### config.mk
export PLATFORM = sky130hd
export DESIGN_NAME = twi_reg_slave
export DESIGN_NICKNAME = d
export VERILOG_FILES = /design/src/rtl/twi_pkg.sv /design/src/rtl/twi_glitch_filter.sv /design/src/rtl/twi_bus_events.sv /design/src/rtl/twi_reg_slave.sv
export SDC_FILE = /design/constraint.sdc
export NUM_CORES = 1
export LEC_CHECK = 0
export ABC_AREA = 1
export BUFFER_PORTS_ARGS = -buffer_cell sky130_fd_sc_hd__buf_2
export CAP_MARGIN = 20
export CELL_PAD_IN_SITES_DETAIL_PLACEMENT = 1
export CELL_PAD_IN_SITES_GLOBAL_PLACEMENT = 1
export CORE_MARGIN = 10
export CORE_UTILIZATION = 40
export DETAILED_ROUTE_END_ITERATION = 7
export PLACE_DENSITY_LB_ADDON = 0.05
export SLEW_MARGIN = 20
export SYNTH_ARGS = -nofsm -noshare
export SYNTH_HDL_FRONTEND = slang
export SYNTH_SLANG_ARGS = --single-unit
### constraint.sdc
create_clock -name clk -period 1.58 [get_ports clk]
set_input_delay 0.079 -clock clk [delete_from_list [all_inputs] [get_ports clk]]
set_output_delay 0.079 -clock clk [all_outputs]
set_load 0.02 [all_outputs]
### src/rtl/twi_pkg.sv
package twi_pkg;
    localparam int          BYTE_W       = 8;
    localparam int          SEL_W        = 3;
    localparam logic [3:0]  DEV_BASE     = 4'b1001;
    localparam logic [7:0]  GC_ADDR      = 8'h00;
    localparam logic [7:0]  GC_RESET_CMD = 8'h06;

    typedef enum logic [2:0] {
        ST_IDLE,
        ST_RX,
        ST_PREP,
        ST_ACK,
        ST_TX,
        ST_MACK,
        ST_MWAIT
    } twi_state_e;

    typedef enum logic [1:0] {
        K_ADDR,
        K_GC,
        K_REG,
        K_DATA
    } twi_kind_e;

    typedef struct packed {
        twi_state_e          state;
        twi_kind_e           kind;
        logic [BYTE_W-1:0]   sr;
        logic [BYTE_W-1:0]   tx;
        logic [3:0]          cnt;
        logic                ack;
        logic                rd;
        logic [BYTE_W-1:0]   ptr;
        logic [BYTE_W-1:0]   wdata;
        logic                we;
        logic                re;
        logic                rst;
        logic                scl_oe;
        logic                sda_oe;
    } twi_regs_t;
endpackage

### src/rtl/twi_glitch_filter.sv
module twi_glitch_filter #(
    parameter int W        = 2,
    parameter int FILT_CYC = 10
) (
    input  logic         clk,
    input  logic         rst_n,
    input  logic [W-1:0] pin_i,
    output logic [W-1:0] pin_o
);
    localparam int CW = $clog2(FILT_CYC + 1);

    for (genvar i = 0; i < W; i++) begin : g_pin
        logic          s1_q, s2_q, o_q;
        logic [CW-1:0] c_q;

        always_ff @(posedge clk or negedge rst_n) begin
            if (!rst_n) begin
                s1_q <= 1'b1;
                s2_q <= 1'b1;
                o_q  <= 1'b1;
                c_q  <= '0;
            end else begin
                s1_q <= pin_i[i];
                s2_q <= s1_q;
                if (s2_q != o_q) begin
                    if (c_q == CW'(FILT_CYC - 1)) begin
                        o_q <= s2_q;
                        c_q <= '0;
                    end else begin
                        c_q <= c_q + 1'b1;
                    end
                end else begin
                    c_q <= '0;
                end
            end
        end

        assign pin_o[i] = o_q;
    end
endmodule

### src/rtl/twi_bus_events.sv
module twi_bus_events (
    input  logic clk,
    input  logic rst_n,
    input  logic scl_f,
    input  logic sda_f,
    output logic start_o,
    output logic stop_o,
    output logic rise_o,
    output logic fall_o
);
    logic scl_p_q, sda_p_q;

    always_ff @(posedge clk or negedge rst_n) begin
        if (!rst_n) begin
            scl_p_q <= 1'b1;
            sda_p_q <= 1'b1;
        end else begin
            scl_p_q <= scl_f;
            sda_p_q <= sda_f;
        end
    end

    assign start_o = scl_f & scl_p_q & sda_p_q & ~sda_f;
    assign stop_o  = scl_f & scl_p_q & ~sda_p_q & sda_f;
    assign rise_o  = scl_f & ~scl_p_q;
    assign fall_o  = ~scl_f & scl_p_q;
endmodule

### src/rtl/twi_reg_slave.sv
module twi_reg_slave
    import twi_pkg::*;
#(
    parameter int FILT_CYC = 10
) (
    input  logic              clk,
    input  logic              rst_n,
    input  logic              scl_i,
    input  logic              sda_i,
    output logic              scl_oe,
    output logic              sda_oe,
    input  logic [SEL_W-1:0]  addr_sel,
    input  logic              stretch_req,
    output logic [BYTE_W-1:0] reg_addr,
    output logic [BYTE_W-1:0] reg_wdata,
    output logic              reg_we,
    input  logic [BYTE_W-1:0] reg_rdata,
    output logic              reg_re,
    output logic              bank_rst
);
    localparam logic [3:0] LAST_BIT = 4'd7;
    localparam logic [3:0] FULL_CNT = 4'd8;

    logic [1:0] filt;
    logic       scl_f, sda_f;
    logic       ev_start, ev_stop, ev_rise, ev_fall;

    twi_glitch_filter #(.W(2), .FILT_CYC(FILT_CYC)) u_filt (
        .clk   (clk),
        .rst_n (rst_n),
        .pin_i ({scl_i, sda_i}),
        .pin_o (filt)
    );
    assign scl_f = filt[1];
    assign sda_f = filt[0];

    twi_bus_events u_ev (
        .clk     (clk),
        .rst_n   (rst_n),
        .scl_f   (scl_f),
        .sda_f   (sda_f),
        .start_o (ev_start),
        .stop_o  (ev_stop),
        .rise_o  (ev_rise),
        .fall_o  (ev_fall)
    );

    twi_regs_t r_q, r_d;
    logic [6:0] own_addr;
    assign own_addr = {DEV_BASE, addr_sel};

    always_comb begin
        r_d     = r_q;
        r_d.we  = 1'b0;
        r_d.re  = 1'b0;
        r_d.rst = 1'b0;

        // strobe done last cycle: fetch read data and advance pointer
        if (r_q.re) begin
            r_d.tx  = reg_rdata;
            r_d.ptr = r_q.ptr + 1'b1;
        end
        if (r_q.we) begin
            r_d.ptr = r_q.ptr + 1'b1;
        end

        if (ev_stop) begin
            r_d.state  = ST_IDLE;
            r_d.sda_oe = 1'b0;
            r_d.scl_oe = 1'b0;
        end else if (ev_start) begin
            r_d.state  = ST_RX;
            r_d.kind   = K_ADDR;
            r_d.cnt    = '0;
            r_d.rd     = 1'b0;
            r_d.sda_oe = 1'b0;
            r_d.scl_oe = 1'b0;
        end else begin
            unique case (r_q.state)
                ST_IDLE: ;
                ST_RX: begin
                    if (ev_rise && r_q.cnt != FULL_CNT) begin
                        r_d.sr  = {r_q.sr[BYTE_W-2:0], sda_f};
                        r_d.cnt = r_q.cnt + 1'b1;
                    end else if (ev_fall && r_q.cnt == FULL_CNT) begin
                        r_d.ack = 1'b0;
                        unique case (r_q.kind)
                            K_ADDR: begin
                                if (r_q.sr[7:1] == own_addr) begin
                                    r_d.ack  = 1'b1;
                                    r_d.rd   = r_q.sr[0];
                                    r_d.re   = r_q.sr[0];
                                    r_d.kind = K_REG;
                                end else if (r_q.sr == GC_ADDR) begin
                                    r_d.ack  = 1'b1;
                                    r_d.kind = K_GC;
                                end
                            end
                            K_GC: begin
                                if (r_q.sr == GC_RESET_CMD) begin
                                    r_d.ack = 1'b1;
                                    r_d.rst = 1'b1;
                                end
                            end
                            K_REG: begin
                                r_d.ack  = 1'b1;
                                r_d.ptr  = r_q.sr;
                                r_d.kind = K_DATA;
                            end
                            K_DATA: begin
                                r_d.ack   = 1'b1;
                                r_d.we    = 1'b1;
                                r_d.wdata = r_q.sr;
                            end
                            default: ;
                        endcase
                        r_d.sda_oe = r_d.ack;
                        r_d.scl_oe = r_d.ack & stretch_req;
                        r_d.state  = ST_PREP;
                    end
                end
                ST_PREP: begin
                    if (r_q.ack && stretch_req) begin
                        r_d.scl_oe = 1'b1;
                    end else begin
                        r_d.scl_oe = 1'b0;
                        r_d.state  = ST_ACK;
                    end
                end
                ST_ACK: begin
                    if (ev_fall) begin
                        r_d.cnt = '0;
                        if (!r_q.ack) begin
                            r_d.sda_oe = 1'b0;
                            r_d.state  = ST_IDLE;
                        end else if (r_q.rd) begin
                            r_d.sda_oe = ~r_q.tx[7];
                            r_d.state  = ST_TX;
                        end else begin
                            r_d.sda_oe = 1'b0;
                            r_d.state  = ST_RX;
                        end
                    end
                end
                ST_TX: begin
                    if (ev_fall) begin
                        if (r_q.cnt == LAST_BIT) begin
                            r_d.sda_oe = 1'b0;
                            r_d.state  = ST_MACK;
                        end else begin
                            r_d.tx     = {r_q.tx[BYTE_W-2:0], 1'b0};
                            r_d.cnt    = r_q.cnt + 1'b1;
                            r_d.sda_oe = ~r_q.tx[6];
                        end
                    end
                end
                ST_MACK: begin
                    if (ev_rise) begin
                        if (!sda_f) begin
                            r_d.re    = 1'b1;
                            r_d.state = ST_MWAIT;
                        end else begin
                            r_d.state = ST_IDLE;
                        end
                    end
                end
                ST_MWAIT: begin
                    if (ev_fall) begin
                        r_d.cnt    = '0;
                        r_d.sda_oe = ~r_q.tx[7];
                        r_d.state  = ST_TX;
                    end
                end
                default: r_d.state = ST_IDLE;
            endcase
        end
    end

    always_ff @(posedge clk or negedge rst_n) begin
        if (!rst_n) begin
            r_q       <= '0;
            r_q.state <= ST_IDLE;
            r_q.kind  <= K_ADDR;
        end else begin
            r_q <= r_d;
        end
    end

    assign scl_oe    = r_q.scl_oe;
    assign sda_oe    = r_q.sda_oe;
    assign reg_addr  = r_q.ptr;
    assign reg_wdata = r_q.wdata;
    assign reg_we    = r_q.we;
    assign reg_re    = r_q.re;
    assign bank_rst  = r_q.rst;
endmodule

==> metrics.cfg <==
[clock_tree]
clk_pin_slew_worst_paths_ns = 0.07
clk_path_buf_depth = 2
cts_num_sinks = 64
htree_levels = 3
cts_tree = yes
clockRootBuffer = clkbuf_8
cts_made_buffers = 9
clk_latency_ns = 0.35

[grt]
overflow = 0
grt_busiest_layer = met2
met1_usage_pct = 17.4
use_met2_pct = 23.8
globalRouteTotalUtil_pct = 14.3
grt.met3_usage_pct = 3.77
antenna_found_initial = 0
grt_pass1_wl_um = 15200
grt_max_degree = 65
grt_pass1_vias = 3229

[final_layout]
multi_input_area_sq_um = 1810
fillers = 1061
num_antenna_cells = 0
final_layout_size_suffix_gt1_share_pct = 35.1
final-seq-area_sq_um = 1610
areaGrowthSynthToFinish_pct = 28.2
final_nets = 545

[drt]
first_pass_iters = 4
wl_per_cell_um = 15.6
routed_wl_um = 9930
drtIter0Drc = 126
drc_errors = 0
via_per_inst = 5.00
via_count = 3177
drtAntennaViolNets = 0

[placement]
dp_hpwl_um = 6830
preCtsSetupSlack_ns = -0.0191
gp_congestion = 0.823
port_buffers = 36

[power_and_ir_drop]
peakVddDrop_v = 0.000431
p_leak_nw = 2.21
p_seq_share_pct = 53.7
swShare_pct = 25.9
internal-power_mw = 2.39
power_mw = 3.23
clkPwrFrac_pct = 39.7
power_density_nw_per_um2 = 705
p_sw_uw = 836
combPwrFrac_pct = 6.6

[floorplanning]
coreArea_sq_um = 8720
die_y_um = 115
die_area_sq_um = 13100
placementRows = 34
die_w_um = 115
num_io_pins = 37
initial_core_util_pct = 41.0

[logic_synthesis]
ys_seq_elements = 64
yosysWarnings = 0
synth_edf_count = 0
netlist_area_sq_um = 3580
netlist_top_cells_count = nand2_1, dfrtp_1, nor2_1
yosysTopAreaCell = dfrtp_1
synthCells = 447
yosysMostFrequentCell = nand2_1
synth_top_area_share_pct = 39.2
ys_async_sr_fraction_pct = 100
synth_area_leaders = dfrtp_1, nand2_1, dfstp_2
seq_area_frac_synth_pct = 45.1
synth-main-ff-cell = dfrtp_1
netlist-cell-type-count = 35
synthesis.nets = 470
avgSynthCellArea_sq_um = 8.00

[run_status]
violations = negative setup slack
status = finished with violations

[sta]
min_period_ns = 1.63
clock_skew_ns = 0.0126
drv_slew = 0
tns_ns = -0.0517
period_share_pct = 103
slew_headroom_pct = 74.4
rsz0062_at_grt = yes
finalHoldViolCount = 0
fin_ws_ns = -0.0464
fmax_mhz = 615
tightest_slew_ns = 0.384
setup_viol = 3

[worst_setup_path]
crit_required_ns = 1.85
cp-start-kind = flip-flop
criticalPathCategory = flip-flop to flip-flop
crit_path_end_kind = flip-flop
worstPathMaxFanout = 3
cp.arrival_ns = 1.90

[job]
max_cap_viol_count = 0

[min_path]
hp-class = input pin to flip-flop

## timing repair
item,in CTS,in global routing
hold buffers,6,0
buffers inserted,0,13
pin swaps,2,19
gates resized for setup,2,71
hold endpoints to repair,61,0
setup endpoints to repair,7,38
gates cloned,0,3
## metal layers
| metal | up-vias | wire length [um] |
|---|---|---|
| met1 | 1551 | 4390 |
| met3 | 11 | 362 |
| met2 | 44 | 5030 |
| li1 | 1571 | - |
| met4 | 0 | 148 |
| met5 | - | 0 |
## state kept, by name, indices dropped and copies added (netlist names), 2 cells and up
name and flops:
u_filt.g_pin.s2_q 2, u_filt.g_pin.c_q 8, reg_wdata 8, u_filt.g_pin.s1_q 2
r_q 27, reg_addr 8, u_filt.g_pin.o_q 2
## cell usage in the layout, fill, tap and decap left out, types with 8 or more instances in the layout
master    netlist  layout
o21ai_1        16      20
nand3_1        29      23
inv_1          49      43
nor2_1         51      39
dfstp_2         8       8
nor2_2          3      11
a21oi_1        11       9
nor2_4          5       9
buf_4          16      33
nand2_1       109     101
clkbuf_8        0      10
dfrtp_1        56      54
nand2_2         5      11
o21ai_0        23      16
buf_2           3      36
inv_2          10      14
nand3_2         5       9
## critical path, stage by stage (launching register included)
cell	delay, ns
dfrtp_1	0.41
ha_2	0.21
nand2_2	0.08
inv_2	0.04
buf_4	0.12
nor2_1	0.20
nand3_1	0.13
a21oi_1	0.19
nand3_2	0.09
o21ai_1	0.08
## logic make-up (layout without fill, tap and decap cells)
logic type                 after synthesis  count (layout)  synth area share (%)
xor gates and xnor gates                 5               5                  1.22
DFF                                     64              64                  45.1
buffers and inverters                   81             159                  10.5
AOI/OAI and AO/OA                       64              64                  9.90
adders and majority gates                7               7                  2.45
and+or+nand+nor                        226             228                  30.8
## layout make-up
type | instances | share of cell area, %
clock buffers | 11 | 3.08
clock inverters | 5 | 0.737
inverters | 60 | 5.27
multi-input cells | 304 | 39.4
flip-flops and latches | 64 | 35.2
well taps | 108 | 2.95
repair buffers | 83 | 13.4
## metrics by stage
stage	hold slack (ns)	cell area (sq um)	util, %	cells
finish	0.0150	4590	52.6	635
global route	0.0224	4590	52.6	635
CTS	0.00102	4200	48.1	619
detailed placement	0.123	3960	45.4	597
global placement	0.127	3960	45.4	597
floorplan	-0.217	3580	-	447
## final timing paths
| path | from | endpoint | slack (ns) | cells past startpoint |
|---|---|---|---|---|
| worst max-delay path | r_q[24] | r_q[25] | -0.05 | 9 |
| worst min-delay path | reg_rdata[2] | r_q[29] | 0.01 | 3 |
| worst max register to register | r_q[24] | r_q[25] | -0.05 | 9 |
| worst min register to register | u_filt.g_pin[0].s1_q | u_filt.g_pin[0].s2_q | 0.36 | 0 |
| max in group asynchronous | rst_n | u_ev.scl_p_q | 0.97 | 3 |
| min in group asynchronous | rst_n | reg_addr[4] | 0.26 | 3 |
## power groups by stage
stage / Combinational [mW] / Sequential (mW) / Clock [mW]
final: 0.214 / 1.73 / 1.28
after global routing: 0.243 / 1.74 / 1.39
after CTS: 0.202 / 1.73 / 1.33
after detailed placement: 0.190 / 1.76 / 0
after global placement: 0.180 / 1.76 / 0
after floorplan: 0.0929 / 1.76 / 0
(Power assumes the default switching activity.)
